**src/rtl/iq_bus_pkg.sv**
```systemverilog
package iq_bus_pkg;
  typedef enum logic [1:0] {
    ST_IDLE = 2'd0,
    ST_DROP = 2'd1,
    ST_RUN  = 2'd2
  } cap_state_t;
endpackage

```
**src/rtl/iq_skip_ctrl.sv**
```systemverilog
module iq_skip_ctrl
  import iq_bus_pkg::*;
#(
  parameter int DROP_W = 8
) (
  input  logic              clk,
  input  logic              rst_n,
  input  logic              arm,
  input  logic [DROP_W-1:0] drop_len,
  input  logic              word_vld,
  output logic              word_acc
);
  cap_state_t        st_q, st_d;
  logic [DROP_W-1:0] cnt_q, cnt_d;
  logic              cnt_en;

  always_comb begin
    st_d   = st_q;
    cnt_d  = cnt_q;
    cnt_en = 1'b0;
    if (arm) begin
      cnt_en = 1'b1;
      cnt_d  = drop_len;
      st_d   = (drop_len == '0) ? ST_RUN : ST_DROP;
    end else begin
      case (st_q)
        ST_DROP: begin
          if (word_vld) begin
            cnt_en = 1'b1;
            cnt_d  = cnt_q - 1'b1;
            if (cnt_q == DROP_W'(1)) st_d = ST_RUN;
          end
        end
        ST_RUN:  st_d = ST_RUN;
        default: st_d = ST_IDLE;
      endcase
    end
  end

  always_ff @(posedge clk or negedge rst_n) begin
    if (!rst_n) begin
      st_q  <= ST_IDLE;
      cnt_q <= '0;
    end else begin
      st_q <= st_d;
      if (cnt_en) cnt_q <= cnt_d;
    end
  end

  assign word_acc = (st_q == ST_RUN) && word_vld && !arm;

  // each word seen while discarding consumes one count
  a_r3_drop_decrements: assert property (@(posedge clk) disable iff (!rst_n)
    (st_q == ST_DROP && word_vld && !arm && cnt_q > DROP_W'(1))
      |=> (st_q == ST_DROP && cnt_q == $past(cnt_q) - 1'b1));

  // nothing is accepted outside the running state
  a_r3_no_accept_early: assert property (@(posedge clk) disable iff (!rst_n)
    (st_q != ST_RUN) |-> !word_acc);
endmodule

```
**src/rtl/iq_fmt_lane.sv**
```systemverilog
module iq_fmt_lane #(
  parameter int DATA_W = 12
) (
  input  logic              ofs_mode,
  input  logic [DATA_W-1:0] raw,
  output logic [DATA_W-1:0] fmt
);
  localparam logic [DATA_W-1:0] SIGN_MASK = {1'b1, {(DATA_W-1){1'b0}}};

  always_comb begin
    fmt = ofs_mode ? (raw ^ SIGN_MASK) : raw;
  end
endmodule

```
**src/rtl/iq_pair_track.sv**
```systemverilog
module iq_pair_track #(
  parameter int DATA_W = 12
) (
  input  logic              clk,
  input  logic              rst_n,
  input  logic              clr,
  input  logic              acc,
  input  logic              is_i,
  input  logic [DATA_W-1:0] data,
  input  logic              ofs_mode,
  output logic [DATA_W-1:0] out_i,
  output logic [DATA_W-1:0] out_q,
  output logic              out_vld,
  output logic              pair_err
);
  localparam int LANES = 2;

  logic [DATA_W-1:0] hold_q, hold_d;
  logic              hold_v_q, hold_v_d, hold_en;
  logic              vld_d, err_d, emit;
  logic [DATA_W-1:0] lane_raw [LANES];
  logic [DATA_W-1:0] lane_fmt [LANES];

  assign lane_raw[0] = hold_q;
  assign lane_raw[1] = data;

  for (genvar g = 0; g < LANES; g++) begin : g_lane
    iq_fmt_lane #(.DATA_W(DATA_W)) fmt_i (
      .ofs_mode (ofs_mode),
      .raw      (lane_raw[g]),
      .fmt      (lane_fmt[g])
    );
  end

  always_comb begin
    hold_d   = hold_q;
    hold_en  = 1'b0;
    hold_v_d = hold_v_q;
    vld_d    = 1'b0;
    err_d    = 1'b0;
    emit     = 1'b0;
    if (clr) begin
      hold_v_d = 1'b0;
    end else if (acc) begin
      if (is_i) begin
        err_d    = hold_v_q;
        hold_en  = 1'b1;
        hold_d   = data;
        hold_v_d = 1'b1;
      end else if (hold_v_q) begin
        emit     = 1'b1;
        vld_d    = 1'b1;
        hold_v_d = 1'b0;
      end
    end
  end

  always_ff @(posedge clk or negedge rst_n) begin
    if (!rst_n) begin
      hold_q   <= '0;
      hold_v_q <= 1'b0;
      out_i    <= '0;
      out_q    <= '0;
      out_vld  <= 1'b0;
      pair_err <= 1'b0;
    end else begin
      hold_v_q <= hold_v_d;
      out_vld  <= vld_d;
      pair_err <= err_d;
      if (hold_en) hold_q <= hold_d;
      if (emit) begin
        out_i <= lane_fmt[0];
        out_q <= lane_fmt[1];
      end
    end
  end

  // a pair comes out only if an I word was held the cycle before
  a_r5_pair_needs_held_i: assert property (@(posedge clk) disable iff (!rst_n)
    out_vld |-> $past(hold_v_q));

  // valid is a single-clock pulse
  a_r5_vld_one_cycle: assert property (@(posedge clk) disable iff (!rst_n)
    out_vld |=> !out_vld);

  // a slip and a completed pair never coincide
  a_r7_err_not_with_vld: assert property (@(posedge clk) disable iff (!rst_n)
    !(out_vld && pair_err));

  // a restart drops the held I and suppresses any output
  a_r9_clr_flushes: assert property (@(posedge clk) disable iff (!rst_n)
    clr |=> (!out_vld && !pair_err && !hold_v_q));
endmodule

```
**src/rtl/iq_bus_splitter.sv**
```systemverilog
module iq_bus_splitter #(
  parameter int DATA_W = 12,
  parameter int DROP_W = 8
) (
  input  logic              clk,
  input  logic              rst_n,
  input  logic              arm,
  input  logic [DROP_W-1:0] drop_len,
  input  logic              i_pol,
  input  logic              ofs_mode,
  input  logic              in_vld,
  input  logic [DATA_W:0]   in_word,
  output logic [DATA_W-1:0] out_i,
  output logic [DATA_W-1:0] out_q,
  output logic              out_vld,
  output logic              pair_err
);
  localparam int SEL_BIT = DATA_W;

  logic              word_acc;
  logic              word_is_i;
  logic [DATA_W-1:0] word_data;

  assign word_is_i = (in_word[SEL_BIT] == i_pol);
  assign word_data = in_word[DATA_W-1:0];

  iq_skip_ctrl #(.DROP_W(DROP_W)) skip_i (
    .clk      (clk),
    .rst_n    (rst_n),
    .arm      (arm),
    .drop_len (drop_len),
    .word_vld (in_vld),
    .word_acc (word_acc)
  );

  iq_pair_track #(.DATA_W(DATA_W)) track_i (
    .clk      (clk),
    .rst_n    (rst_n),
    .clr      (arm),
    .acc      (word_acc),
    .is_i     (word_is_i),
    .data     (word_data),
    .ofs_mode (ofs_mode),
    .out_i    (out_i),
    .out_q    (out_q),
    .out_vld  (out_vld),
    .pair_err (pair_err)
  );

  // an idle cycle never yields a slip indication
  a_r10_idle_no_err: assert property (@(posedge clk) disable iff (!rst_n)
    !in_vld |=> !pair_err);
endmodule

```
**config.mk**
```make
export PLATFORM = sky130hd
export DESIGN_NAME = iq_bus_splitter
export DESIGN_NICKNAME = d
export VERILOG_FILES = /design/src/rtl/iq_bus_pkg.sv /design/src/rtl/iq_skip_ctrl.sv /design/src/rtl/iq_fmt_lane.sv /design/src/rtl/iq_pair_track.sv /design/src/rtl/iq_bus_splitter.sv
export SDC_FILE = /design/constraint.sdc
export NUM_CORES = 1
export LEC_CHECK = 0
export CAP_MARGIN = 20
export CORE_MARGIN = 5
export CORE_UTILIZATION = 30
export DETAILED_ROUTE_END_ITERATION = 7
export PLACE_DENSITY = 0.64
export SYNTH_ARGS = -nofsm -noshare
export SYNTH_HDL_FRONTEND = slang
export SYNTH_SLANG_ARGS = --single-unit
```
**constraint.sdc**
```tcl
create_clock -name clk -period 1.8 [get_ports clk]
set_input_delay 0.36 -clock clk [delete_from_list [all_inputs] [get_ports clk]]
set_output_delay 0.36 -clock clk [all_outputs]
set_load 0.01 [all_outputs]
```
Word-level counts from Yosys, hierarchy flattened
Index checks and enable logic that the tools add are counted.

Add/sub/neg operators: 1. Eq/ne operators: 6. Muxes and demuxes: 25. Bitwise operators: 3. Reduce and logical (&&, ||, !) cells: 10.

Operators with widths (count): $mux 12 (2); $mux 8 (3); $mux 1 (15); $eq 8x1->1 const B (1); $logic_not 8->1 (1); $mux 2 (4); $sub 8x1->8 const B (1); $reduce_bool 2->1 (3); $pmux 2 s2 (1); $reduce_and 4->1 (1); $ne 3x2->1 const B (1); $ne 3x3->1 const B (1); $not 1->1 (3); $reduce_and 3->1 (1); $eq 2x1->1 const B (1); $eq 2x2->1 const B (1); $logic_and 1x1->1 (2); $reduce_and 2->1 (1); $eq 1x1->1 (1); $logic_not 1->1 (1).

Register bits after elaboration: 49. Input bits: 27. Output and inout bits: 26. Logic and storage cells: 53.

Logic depth before layout (Yosys ltp)
Depth in word-level cells: 6. Gate-level depth with buffers: 7.

By module
Synthesis repeated with hierarchy kept, for this count alone.

Cell total of the unflattened synthesis: 176. Area total of the unflattened synthesis: 2376.0 µm².

Modules (own cells, without submodules): iq_pair_track (times used 1, cells an instance 84, area each 1552.7 µm², sequential area each 975.9 µm²); iq_skip_ctrl (times used 1, cells an instance 67, area each 631.9 µm², sequential area each 250.2 µm²); iq_fmt_lane (times used 2, cells an instance 12, area each 91.3 µm², sequential area each 0.0 µm²); iq_bus_splitter (times used 1, cells an instance 1, area each 8.8 µm², sequential area each 0.0 µm²).

Worst setup path after synthesis
OpenSTA, ideal clock, no wires.

Path type: flip-flop to flip-flop. Start point: register skip_i.st_q[0]. End point: register track_i.out_i[10]. Library setup time: 0.128 ns. Arrival: 1.498 ns. Required time: 1.672 ns. Slack: 0.174 ns. Stages on the path, launching flop included: 8. Clock period less this slack: 1.626 ns. Cell sequence: dfrtp_1 -> inv_1 -> ha_1 -> nand4b_1 -> nor2b_1 -> buf_2 -> buf_2 -> mux2_1.

Word-level cells in the longest chain between the ends: 5.

Ends and longest elaborated chain: start, declared (RTL line iq_skip_ctrl.sv:13) `cap_state_t st_q, st_d;`; start signal, assigned (RTL line iq_skip_ctrl.sv:45) `st_q <= st_d;`; $eq 2x2->1 (RTL line iq_skip_ctrl.sv:50) `assign word_acc = (st_q == ST_RUN) && word_vld && !arm;`; $logic_and 1x1->1 (2 in a row) (RTL line iq_skip_ctrl.sv:50); $mux 1 (RTL line iq_pair_track.sv:44) `end else if (acc) begin`; $mux 1 (RTL line iq_pair_track.sv:42) `if (clr) begin`; end signal, assigned (RTL line iq_pair_track.sv:72) `out_i <= lane_fmt[0];`; end, declared (RTL line iq_pair_track.sv:11) `output logic [DATA_W-1:0] out_i,`.

Every way passes these cells. A chain may end at the register's enable or synchronous reset.

Final worst setup path
Start point: input port in_vld. End point: register skip_i.st_q[1].

Word-level cells in the longest chain between the ends: 2.

Ends and longest elaborated chain: start, declared (RTL line iq_bus_splitter.sv:11) `input logic in_vld,`; $ne 3x3->1 (no line); $reduce_and 2->1 (no line).

Every way passes these cells.

==> summary.txt <==
Outcome
  – Run status: complete, no violations

Floorplanning
  – Number of I/O pins: 53
  – Die Area: 0.008762 mm^2
  – Std-Cell Core Area: around 0.0068 mm^2
  – Die Height: 93.61 um
  – Horiz. Die Dim: 93.61 um
  – Effective utilization at floorplan: 0.3087
  – Placement row count: 30

Yosys
  – Number of enable flip-flop cells after synthesis: 0
  – Post-synthesis sequential area ratio: 0.5847
  – Xor and xnor fraction of the mapped netlist area: 0.02088
  – Count of different cell masters after synthesis: 35
  – Share of cell area taken by muxes after synthesis: 0.2035
  – Post-synthesis cell area: 0.002097 mm^2
  – Number of synthesized register bits: between 40 and 50
  – Mapped Cells: 154
  – Dominant combinational cell family by area after synthesis: multiplexers
  – Primary FF master, synth: sky130_fd_sc_hd__dfrtp_1
  – Area share of and/or/nand/nor cells after synthesis: 0.09845
  – Synth area leaders: sky130_fd_sc_hd__dfrtp_1 (58%), sky130_fd_sc_hd__mux2_1 (20%), sky130_fd_sc_hd__ha_1 (2.4%), sky130_fd_sc_hd__xor2_1 (1.7%), sky130_fd_sc_hd__or4_1 (1.4%)
  – Area share of the largest cell type after synthesis: 0.5847
  – Post-synthesis area per instance: 13.62 um^2
  – Ys Warns: 0
  – Yosys top cell by area: sky130_fd_sc_hd__dfrtp_1
  – Share of synthesized flip-flops with an asynchronous set or reset: 1.000
  – Syn Nets: 185
  – Post-synthesis compound-gate area fraction: 0.04535
  – Adder-cell share of the synthesized area: 0.02387

Critical path
  – Origin of the critical flop-to-flop path: skip_i.cnt_q[1]
  – CP Data Required Time: 2000 ps
  – Element type at the critical path start: input port
  – Reg-to-Reg End: skip_i.st_q[1]
  – R2R depth: 5
  – Crit path max fanout: 6
  – Setup slack, reg-to-reg: around 90 ps
  – CP endpoint kind: register
  – Class of the most critical setup path: input port to register
  – Endpoint arrival time on the critical path: between 1500 and 2000 ps

Clock tree
  – TritonCTS clock tree: built
  – Clock Tree Buf Depth: 2
  – Setup repair bufs after CTS: 0
  – Clk sinks: 49
  – Post-CTS Hold Fix Bufs: 0
  – Number of clock buffers inserted by TritonCTS: 5
  – Clock-pin slew on the worst setup and hold paths: 90 ps
  – Root cell of the clock tree: sky130_fd_sc_hd__clkbuf_8
  – Worst-skew pair later-pin latency: 300 ps
  – Cells resized by post-CTS repair: 0
  – CTS H-tree depth: 2

Cells and area
  – Growth of design area from synthesis to finish: 40.81%
  – Ratio of cells with drive above 1 in the final layout: 0.1351
  – Ant. Diodes: 0
  – Nets@finish: 252
  – Final cell count without fillers: roughly 320

Timing
  – Setup violation total in the final timing report: 0
  – Setup skew after layout: approximately 7.8 ps
  – Worst rel slew slack: 0.7600
  – Number of hold violations in the final report: 0
  – Hold WS: 30.78 ps
  – FMAX: 577.7 MHz
  – Total negative setup slack: 0 ps
  – Slew of the pin with the lowest slew margin: 356.7 ps
  – Pins Over Slew Limit: 0
  – Final worst path period need: 1731 ps
  – Period utilisation layout: 0.9617

Place
  – Final weighted congestion of routability-driven global placement: roughly 0.76
  – Cell count after placement: 310
  – Detail Placement HPWL: 3.123 mm
  – Buffers added on ports: 52

Power
  – Cell Pwr Density: 769.2 mW/mm^2
  – Total Power Consumption: 0.002271 W
  – Worst supply voltage drop on vdd: 0.2974 mV
  – Static Leakage: 1.334 nW

Detailed routing
  – Violation count after the first detailed-route iteration: 36
  – DRC violations left: 0
  – Post-Route WL: ~4.2 mm
  – Drt via density: roughly 4.4
  – First-pass detailed-route iteration total: 4
  – Total via count after detailed routing: 1,409
  – Average wire per standard cell: 13.17 um
  – ANT nets after route: 0

Job
  – Max-cap violations: 0

Global routing
  – Overflow left after global routing: 0
  – Global-route wire length before repair: approximately 7.3 mm
  – Largest net degree at the start of global routing: 50
  – Total global routing track utilization: 0.1039
  – Number of antenna violations at the first check in global routing: 0
  – Via count of the first global-routing pass: 1,497

Min path
  – Min-Delay Path Class: input port to asynchronous set/reset pin
## state kept, by name, indices dropped and copies added, names as in the netlist
name              flops
skip_i.cnt_q          8
track_i.out_i        12
track_i.hold_q       12
track_i.pair_err      1
track_i.hold_v_q      1
skip_i.st_q           2
track_i.out_q        12
track_i.out_vld       1
## power by group
part	leakage, nW	switching, W	total, W	internal, W
registers	0.644	0.0000685	0.00129	0.00123
clock network	0.0374	0.000366	0.000640	0.000274
logic	0.652	0.000138	0.000337	0.000199
total	1.33	0.000573	0.00227	0.00170
## per-stage QoR
| step | util | worst slack (ps) | cell area, um^2 |
|---|---|---|---|
| after floorplan | - | 174.3 | 2097 |
| after global placement | 0.4192 | -205.9 | 2848 |
| after detailed placement | 0.4192 | -250.0 | 2848 |
| after CTS | 0.4320 | 23.47 | 2935 |
| after global routing | 0.4346 | -8.960 | 2953 |
| final | 0.4346 | 69.02 | 2953 |
## cells in the mapped netlist (2+ instances only)
| cell type | number |
|---|---|
| sky130_fd_sc_hd__nand2_1 | 7 |
| sky130_fd_sc_hd__clkbuf_1 | 2 |
| sky130_fd_sc_hd__ha_1 | 4 |
| sky130_fd_sc_hd__inv_1 | 4 |
| sky130_fd_sc_hd__a31oi_1 | 2 |
| sky130_fd_sc_hd__dfrtp_1 | 49 |
| sky130_fd_sc_hd__mux2_1 | 37 |
| sky130_fd_sc_hd__nand2b_1 | 2 |
| sky130_fd_sc_hd__o21ai_1 | 2 |
| sky130_fd_sc_hd__nand3_1 | 4 |
| sky130_fd_sc_hd__buf_2 | 3 |
| sky130_fd_sc_hd__xor2_1 | 4 |
| sky130_fd_sc_hd__or4_1 | 4 |
| sky130_fd_sc_hd__o211ai_1 | 3 |
| sky130_fd_sc_hd__nor4_1 | 3 |
| sky130_fd_sc_hd__nor2_1 | 5 |
## routing by layer
metal,GRT usage,wire (um)
met1,0.1318,1895
met4,0.02888,42
met2,0.1739,2043
met5,0,0
met3,0.02816,206
## layout by cell type, fill, tap and decap left out, drive strengths merged, types with 2 or more instances in the layout
cell	Yosys	layout
clkdlybuf4s50	0	51
dfrtp	49	49
mux2	37	37
buf	4	15
nand2	7	7
clkbuf	2	6
nor2	5	5
or4	5	5
inv	5	5
nand3	4	4
ha	4	4
xor2	4	4
o211ai	3	3
nor4	3	3
nand2b	2	2
a31oi	2	2
o21ai	2	2
clkinvlp	0	2
nor3	2	2
## kinds of logic (layout without fill, tap and decap cells)
kind of cell,after synthesis,after routing
AOI/OAI and AO/OA,13,13
muxes,38,38
DFF,49,49
buffers and inverters,11,79
and+or+nand+nor,34,34
xor gates and xnor gates,5,5
adders and majority gates,4,4
## worst max-delay path, cell delays in order
cell and delay (ps):
sky130_fd_sc_hd__clkdlybuf4s50_1 590, sky130_fd_sc_hd__or4bb_4 490, sky130_fd_sc_hd__o2111a_1 250, sky130_fd_sc_hd__nor4_2 250
## worst max path at each step
stage,from,to,slack [ps],depth (start not counted)
floorplan,skip_i.st_q[0],track_i.out_i[10],170,7
global placement,in_word[12],track_i.out_q[3],-210,5
detailed placement,in_word[12],track_i.out_i[2],-250,5
CTS,skip_i.cnt_q[1],skip_i.st_q[1],20,5
global route,skip_i.cnt_q[1],skip_i.st_q[1],-9,5
finish,in_vld,skip_i.st_q[1],70,4
## final cells by class
| class | instances | area [um^2] |
|---|---|---|
| clock buffers | 6 | 72.57 |
| clock inverters | 2 | 15.01 |
| fillers | 631 | 3841 |
| inverters | 5 | 18.77 |
| multi-input cells | 94 | 842.1 |
| flip-flops and latches | 49 | 1226 |
| well taps | 96 | 120.1 |
| repair buffers | 66 | 658.1 |
No activity file was read; power rests on OpenSTA's default activity.
